--- src/rtl/amux_pkg.sv ---
package amux_pkg;

    // Which word is presented on the pin bus.
    typedef enum logic [1:0] {
        SEL_ROW     = 2'd0,
        SEL_COL     = 2'd1,
        SEL_REFRESH = 2'd2
    } amux_sel_e;

    // Refresh wins over the phase select.
    function automatic amux_sel_e amux_pick(input logic refresh, input logic col_phase);
        if (refresh) begin
            return SEL_REFRESH;
        end
        if (col_phase) begin
            return SEL_COL;
        end
        return SEL_ROW;
    endfunction

endpackage

--- src/rtl/amux_sel_decode.sv ---
module amux_sel_decode
    import amux_pkg::*;
(
    input  logic      refresh,
    input  logic      col_phase,
    output amux_sel_e sel
);
    always_comb begin
        sel = amux_pick(refresh, col_phase);
    end
endmodule

--- src/rtl/amux_word_build.sv ---
module amux_word_build
    import amux_pkg::*;
#(
    parameter int   ROW_BITS    = 6,
    parameter int   COL_BITS    = 7,
    parameter logic STRAP_LEVEL = 1'b1,
    localparam int  ADDR_W      = ROW_BITS + COL_BITS + 1,
    localparam int  PIN_W       = COL_BITS
) (
    input  logic [ADDR_W-1:0]   sys_addr,
    input  amux_sel_e           sel,
    input  logic [ROW_BITS-1:0] refresh_row,
    output logic [PIN_W-1:0]    word_d,
    output logic                mismatch_d
);
    localparam int COL_LO = ROW_BITS;
    localparam int COL_HI = ROW_BITS + COL_BITS - 1;
    localparam int HALF_B = ADDR_W - 1;

    logic strap_bit;
    logic half_off;

    // The strap variant is fixed at elaboration.
    generate
        if (STRAP_LEVEL) begin : g_strap_high
            assign strap_bit = 1'b1;
            assign half_off  = ~sys_addr[HALF_B];
        end else begin : g_strap_low
            assign strap_bit = 1'b0;
            assign half_off  = sys_addr[HALF_B];
        end
    endgenerate

    always_comb begin
        word_d     = {strap_bit, sys_addr[ROW_BITS-1:0]};
        mismatch_d = half_off;
        unique case (sel)
            SEL_ROW: begin
                word_d     = {strap_bit, sys_addr[ROW_BITS-1:0]};
                mismatch_d = half_off;
            end
            SEL_COL: begin
                word_d     = sys_addr[COL_HI:COL_LO];
                mismatch_d = half_off;
            end
            SEL_REFRESH: begin
                word_d     = {strap_bit, refresh_row};
                mismatch_d = 1'b0;
            end
            default: begin
                word_d     = {strap_bit, sys_addr[ROW_BITS-1:0]};
                mismatch_d = half_off;
            end
        endcase
    end
endmodule

--- src/rtl/amux_out_reg.sv ---
module amux_out_reg #(
    parameter int             PIN_W      = 7,
    parameter logic [PIN_W-1:0] RESET_WORD = '0
) (
    input  logic             clk,
    input  logic             rst_n,
    input  logic [PIN_W-1:0] word_in,
    input  logic             mismatch_in,
    output logic [PIN_W-1:0] pins,
    output logic             mismatch
);
    typedef struct packed {
        logic [PIN_W-1:0] pins;
        logic             miss;
    } out_state_t;

    out_state_t st_d;
    out_state_t st_q;

    always_comb begin
        st_d      = st_q;
        st_d.pins = word_in;
        st_d.miss = mismatch_in;
    end

    always_ff @(posedge clk or negedge rst_n) begin
        if (!rst_n) begin
            st_q.pins <= RESET_WORD;
            st_q.miss <= 1'b0;
        end else begin
            st_q <= st_d;
        end
    end

    assign pins     = st_q.pins;
    assign mismatch = st_q.miss;
endmodule

--- src/rtl/addr_pin_mux.sv ---
module addr_pin_mux
    import amux_pkg::*;
#(
    parameter int   ROW_BITS    = 6,
    parameter int   COL_BITS    = 7,
    parameter logic STRAP_LEVEL = 1'b1,
    localparam int  ADDR_W      = ROW_BITS + COL_BITS + 1,
    localparam int  PIN_W       = COL_BITS
) (
    input  logic                clk,
    input  logic                rst_n,
    input  logic [ADDR_W-1:0]   sys_addr,
    input  logic                col_phase,
    input  logic                refresh,
    input  logic [ROW_BITS-1:0] refresh_row,
    output logic [PIN_W-1:0]    pin_bus,
    output logic                half_mismatch
);
    localparam logic [PIN_W-1:0] RESET_WORD = {STRAP_LEVEL, {ROW_BITS{1'b0}}};

    amux_sel_e        sel;
    logic [PIN_W-1:0] word_d;
    logic             mismatch_d;

    amux_sel_decode u_dec (
        .refresh   (refresh),
        .col_phase (col_phase),
        .sel       (sel)
    );

    amux_word_build #(
        .ROW_BITS    (ROW_BITS),
        .COL_BITS    (COL_BITS),
        .STRAP_LEVEL (STRAP_LEVEL)
    ) u_build (
        .sys_addr    (sys_addr),
        .sel         (sel),
        .refresh_row (refresh_row),
        .word_d      (word_d),
        .mismatch_d  (mismatch_d)
    );

    amux_out_reg #(
        .PIN_W      (PIN_W),
        .RESET_WORD (RESET_WORD)
    ) u_reg (
        .clk         (clk),
        .rst_n       (rst_n),
        .word_in     (word_d),
        .mismatch_in (mismatch_d),
        .pins        (pin_bus),
        .mismatch    (half_mismatch)
    );
endmodule

--- config.mk ---
export PLATFORM = sky130hd
export DESIGN_NAME = addr_pin_mux
export DESIGN_NICKNAME = d
export VERILOG_FILES = /design/src/rtl/amux_pkg.sv /design/src/rtl/amux_sel_decode.sv /design/src/rtl/amux_word_build.sv /design/src/rtl/amux_out_reg.sv /design/src/rtl/addr_pin_mux.sv
export SDC_FILE = /design/constraint.sdc
export NUM_CORES = 1
export LEC_CHECK = 0
export CAP_MARGIN = 20
export CORE_AREA = 2 2 39 41
export DETAILED_ROUTE_END_ITERATION = 8
export DIE_AREA = 0 0 41 43
export GPL_ROUTABILITY_DRIVEN = 0
export PLACE_DENSITY = 0.7
export REMOVE_ABC_BUFFERS = 1
export SYNTH_ARGS = -nofsm -noshare
export SYNTH_HDL_FRONTEND = slang
export SYNTH_SLANG_ARGS = --single-unit
--- constraint.sdc ---
create_clock -name clk -period 0.8 [get_ports clk]
set_input_delay 0.16 -clock clk [delete_from_list [all_inputs] [get_ports clk]]
set_output_delay 0.16 -clock clk [all_outputs]
set_load 0.02 [all_outputs]
==> summary.txt, run 1 <==
Status
  – Outcome: finished with violations
  – Failing checks: negative setup slack

Global routing
  – Initial antenna violation count: 0
  – GR Overflow Total: 0
  – Overall routing resource usage: 0.113
  – Largest net degree at the start of global routing: 14
  – Number of global-route vias before repair: 275
  – First-pass GRT wire length: 1160 µm

Cells and area
  – Area growth syn-to-layout: 118%
  – Layout cells sized above 1: 0.271
  – Final layout net count: between 90 and 100
  – Fin util: 0.541
  – Non-filler instance count after layout: 86
  – Antenna diode count: 0

Clock tree
  – CTS tree: built
  – Clock buffer depth: 2
  – # hold bufs at CTS: 0
  – Clock root cell: clkbuf_4
  – Clock transition at path regs: 0.05 ns
  – Num CTS Buffers: 3
  – Post-CTS Setup Bufs: 0
  – H-tree depth: 1
  – Clk sink count: 8

Synth
  – Seq/Total Area, Yosys: 0.588
  – Synth warn: 0
  – Yosys reg bits: 8
  – Post-Syn Area per Cell: 11.4 µm²
  – Post-synth cell types: 9
  – Syn Inst Count: 30
  – Post-Syn Area: 343 µm²

STA
  – Final Hold Fails: 0
  – Post-Route Setup TNS: -0.964 ns
  – Final min period: 1.03 ns
  – Fin crit share: 1.29
  – Worst Tran Pin Value: 0.201 ns
  – RSZ-0062 raised after global routing: yes
  – Worst slew margin: 0.866
  – Slew Viols, Final: 0
  – Fin Hold WS: roughly 0.11 ns
  – Maximum clock rate: approximately 0.97 GHz
  – Endpoints failing setup: 8
  – Final WS setup: -0.231 ns

Min path
  – Tightest Hold Check Type: input port to asynchronous set/reset pin

Setup path
  – Critical path class: register to output pin
  – CP bufs+invs: 1
  – WP data required: 0.64 ns
  – Crit Path Max Fanout: 1
  – Cell Chain, Critical Path: buf_6
  – Endpoint class of the critical path: output pin
  – Worst EP arrival: 0.87 ns
  – Startpoint Class: register
  – Critical path's largest stage delay: 0.52 ns
  – Slowest CP cell: dfstp_2
  – CP top delay family: flip-flops

Floorplanning
  – Die H: 43 µm
  – Core area: 1380 µm²
  – Die area: 1760 µm²
  – Die width: 41 µm
  – I/O pins: 32
  – Rows: 14
  – Starting density of the core: 0.248

Detailed routing
  – Pre-antenna DRT Iters: 3
  – Number of DRC markers in iteration 0: 2
  – Vias: 347
  – Residual DRC: 0
  – Post-DR vias/cell: 4.03
  – Antenna-violating nets left: 0
  – Routed wire length: 769 µm
  – WL per Instance: 8.94 µm

Power and ir drop
  – P_leak: 0.354 nW
  – Peak VDD IR: ~0.47 mV
  – Power density cells: 1430 nW/µm²

Placement
  – IO Port Bufs: 31
  – DP Cell Count: 81
  – Hpwl dp: 641 µm

Job
  – Max cap viols: 0
## cells in the final DEF, fill, tap and decap left out
cell type and count:
dlymetal6s2s_1 1, o21ai_1 1, dfstp_2 1, buf_6 9, or3b_1 1, dlygate4sd2_1 1
clkdlybuf4s50_1 21, dfrtp_1 7, nand2_1 6, buf_4 5, buf_2 1, clkbuf_1 1
nor2_1 1, o21ai_0 5, clkbuf_4 3, mux2i_1 6
## power by group
part	total (mW)	internal [mW]	switching, mW	leakage (nW)
Clock	0.317	0.190	0.127	0.0150
Sequential	0.450	0.438	0.0128	0.0953
Combinational	0.302	0.197	0.104	0.244
## sequential cells by signal, summed over array words and instances, names as in the netlist
register,count
u_reg.mismatch,1
u_reg.pins,7
## area by class of cell
cell class	count	area [µm²]
repair buffers	38	375
fillers	133	636
clock buffers	4	26.3
multi-input cells	20	125
flip-flops and latches	8	201
well taps	16	20.0
## worst max path at each step
stage / depth (start not counted) / endpoint / startpoint / slack, ns
2_1_floorplan: 0 / pin_bus[6] / u_reg.pins[6]$_DFF_PN1_ / 0.09
3_3_place_gp: 1 / pin_bus[6] / u_reg.pins[6]$_DFF_PN1_ / -0.44
3_5_place_dp: 1 / pin_bus[6] / u_reg.pins[6]$_DFF_PN1_ / -0.44
4_1_cts: 1 / pin_bus[6] / u_reg.pins[6]$_DFF_PN1_ / -0.24
5_1_grt: 1 / pin_bus[6] / u_reg.pins[6]$_DFF_PN1_ / -0.26
6_report: 1 / pin_bus[6] / u_reg.pins[6]$_DFF_PN1_ / -0.23
## cells by family (layout without fill, tap and decap cells)
kind of cell,Yosys count,after routing,share of synthesized area
DFF,8,8,0.588
and+or+nand+nor,8,8,0.102
AOI/OAI and AO/OA,6,6,0.0876
muxes,6,6,0.175
buffers and inverters,2,42,0.0474
## per-layer routing
metal / track usage / vias up / share of wire / routed length, µm
li1: - / 181 / - / -
met1: 0.114 / 142 / 0.35 / 272
met5: 0 / - / 0 / 0
met4: 0.180 / 0 / 0.082 / 63
met2: 0.147 / 20 / 0.49 / 379
met3: 0.0157 / 4 / 0.069 / 53
## synthesized netlist by cell type, drive strengths merged
cell type / count / area share
dfrtp: 7 / 0.51
nand2: 6 / 0.066
dfstp: 1 / 0.077
mux2i: 6 / 0.18
buf: 2 / 0.047
nor2: 1 / 0.011
o21ai: 6 / 0.088
or3b: 1 / 0.026
## repair_timing
action,in CTS,in global routing
gates cloned,0,1
endpoints found under the setup margin,15,14
resized for setup,49,3
## stage by stage
step	power (mW)	setup WS, ns	cell area [µm²]
final	1.07	-0.231	748
after global routing	1.14	-0.264	748
after CTS	1.08	-0.245	737
after detailed placement	0.747	-0.443	702
after global placement	0.742	-0.436	702
after floorplan	0.528	0.0856	327
Note: power is estimated with default switching activity, not from simulation.
==> run 2, diff against run 1 <==
--- a/config.mk
+++ b/config.mk
@@ -6,12 +6,14 @@
 export NUM_CORES = 1
 export LEC_CHECK = 0
 export CAP_MARGIN = 20
-export CORE_AREA = 2 2 39 41
+export CORE_MARGIN = 2
+export CORE_UTILIZATION = 25
+export CTS_CLUSTER_DIAMETER = 80
 export DETAILED_ROUTE_END_ITERATION = 8
-export DIE_AREA = 0 0 41 43
 export GPL_ROUTABILITY_DRIVEN = 0
-export PLACE_DENSITY = 0.7
+export PLACE_DENSITY = 0.68
 export REMOVE_ABC_BUFFERS = 1
+export SKIP_CTS_REPAIR_TIMING = 1
 export SYNTH_ARGS = -nofsm -noshare
 export SYNTH_HDL_FRONTEND = slang
 export SYNTH_SLANG_ARGS = --single-unit
==> summary.txt, run 2 (synthesis results as in run 1) <==
Detailed routing
  – Post-DR vias/cell: 4.10
  – Met2 routed WL: 431 µm
  – Routed wire length: 792 µm
  – WL per Instance: 9.54 µm
  – M1 WL: roughly 270 µm
  – Antenna-violating nets left: 0
  – Number of DRC markers in iteration 0: 0
  – WL met3: 43 µm
  – Highest metal used: met4
  – Pre-antenna DRT Iters: 1
  – Residual DRC: 0
  – Vias: 340

Setup path
  – Critical path's largest stage delay: 0.52 ns
  – Crit Path Max Fanout: 1
  – Cell Chain, Critical Path: buf_6
  – Worst EP arrival: 0.87 ns
  – CP top delay family: flip-flops
  – Endpoint class of the critical path: output pin
  – CP startpoint: u_reg.pins[6]$_DFF_PN1_
  – Critical path class: register to output pin
  – CP bufs+invs: 1
  – WP data required: 0.64 ns
  – Startpoint Class: register
  – Slowest CP cell: dfstp_2

Job
  – Max cap viols: 0

Cells and area
  – Max reg flops: 7
  – Design Area, Final: about 740 µm²
  – Antenna diode count: 0
  – Biggest register: u_reg.pins
  – Most common cell after layout, fill and taps aside: clkdlybuf4s50_1
  – Final layout net count: 93
  – Area growth syn-to-layout: 116%
  – Most frequent cells in the layout: clkdlybuf4s50_1 (21), buf_6 (10), dfrtp_1 (7)
  – Non-filler instance count after layout: 83
  – Layout cells sized above 1: 0.250

Global routing
  – Overall routing resource usage: 0.108
  – Initial antenna violation count: 0
  – Number of global-route vias before repair: 262
  – First-pass GRT wire length: 1050 µm
  – Largest net degree at the start of global routing: 14
  – GR Overflow Total: 0

Power and ir drop
  – P_leak: 0.355 nW
  – Peak VDD IR: between 0.5 and 0.6 mV
  – Final Total Pwr: 1.06 mW
  – Power density cells: between 1000 and 1500 nW/µm²

Clock tree
  – H-tree depth: 1
  – Clock buffer depth: 2
  – CTS tree: built
  – Clk sink count: 8
  – Num CTS Buffers: 3
  – Clock root cell: clkbuf_4
  – Clock transition at path regs: 0.05 ns

Status
  – Outcome: finished with violations
  – Failing checks: negative setup slack

STA
  – RSZ-0062 raised after global routing: yes
  – Endpoints failing setup: 8
  – Final Hold Fails: 0
  – Slew Viols, Final: 0
  – Fin crit share: 1.28
  – Maximum clock rate: between 0.9 and 1 GHz
  – Worst Tran Pin Value: 0.194 ns
  – Final min period: 1.03 ns
  – Final WS setup: -0.226 ns
  – Fin Hold WS: 0.111 ns
  – Worst slew margin: 0.870

Floorplanning
  – Starting density of the core: 0.267
  – Core area: about 1300 µm²
  – Die H: 41.0 µm
  – Die area: 1680 µm²
  – Rows: 13
  – I/O pins: 32
  – Die width: 41.0 µm

Min path
  – Tightest Hold Check Type: input port to asynchronous set/reset pin

Placement
  – Placed Area: 686 µm²
  – IO Port Bufs: 31
  – Pre-CTS setup slack: -0.438 ns
  – DP Cell Count: slightly below 80
  – Hpwl dp: approximately 660 µm
## run 2: changes by cell type in the layout (fill, tap and decap cells not counted), sizes merged
| cell | previous run | this run |
|---|---|---|
| dlygate4sd2 | 1 | 0 |
| dlymetal6s2s | 1 | 2 |
| buf | 15 | 13 |
## run 2: area by class of cell
| type | instances | area (µm²) |
|---|---|---|
| fill | 117 | 543 |
| timing repair buffer | 36 | 370 |
| sequential | 8 | 201 |
| multi-input combinational | 20 | 125 |
| clock buffer | 4 | 26.3 |
| tap | 15 | 18.8 |
## run 2: layer usage
layer	vias to the layer above	track usage
li1	177	-
met1	141	0.109
met2	18	0.176
met3	4	0
met4	0	0.150
met5	-	0
## run 2: worst max-delay path by stage
stage	cells past startpoint	endpoint
6_report	1	pin_bus[6]
5_1_grt	1	pin_bus[6]
4_1_cts	1	pin_bus[6]
3_5_place_dp	1	pin_bus[6]
3_3_place_gp	1	pin_bus[6]
2_1_floorplan	0	pin_bus[6]
## run 2: per-stage QoR
step	TNS (ns)	util
after floorplan	0	-
after global placement	-5.02	0.534
after detailed placement	-5.16	0.534
after CTS	-5.35	0.554
after global routing	-1.13	0.577
final	-0.940	0.577
## run 2: power breakdown
part | total (mW) | internal, mW | switching (mW)
Clock | 0.313 | 0.190 | 0.123
Sequential | 0.451 | 0.437 | 0.0134
Combinational | 0.299 | 0.195 | 0.104
Total | 1.06 | 0.822 | 0.241
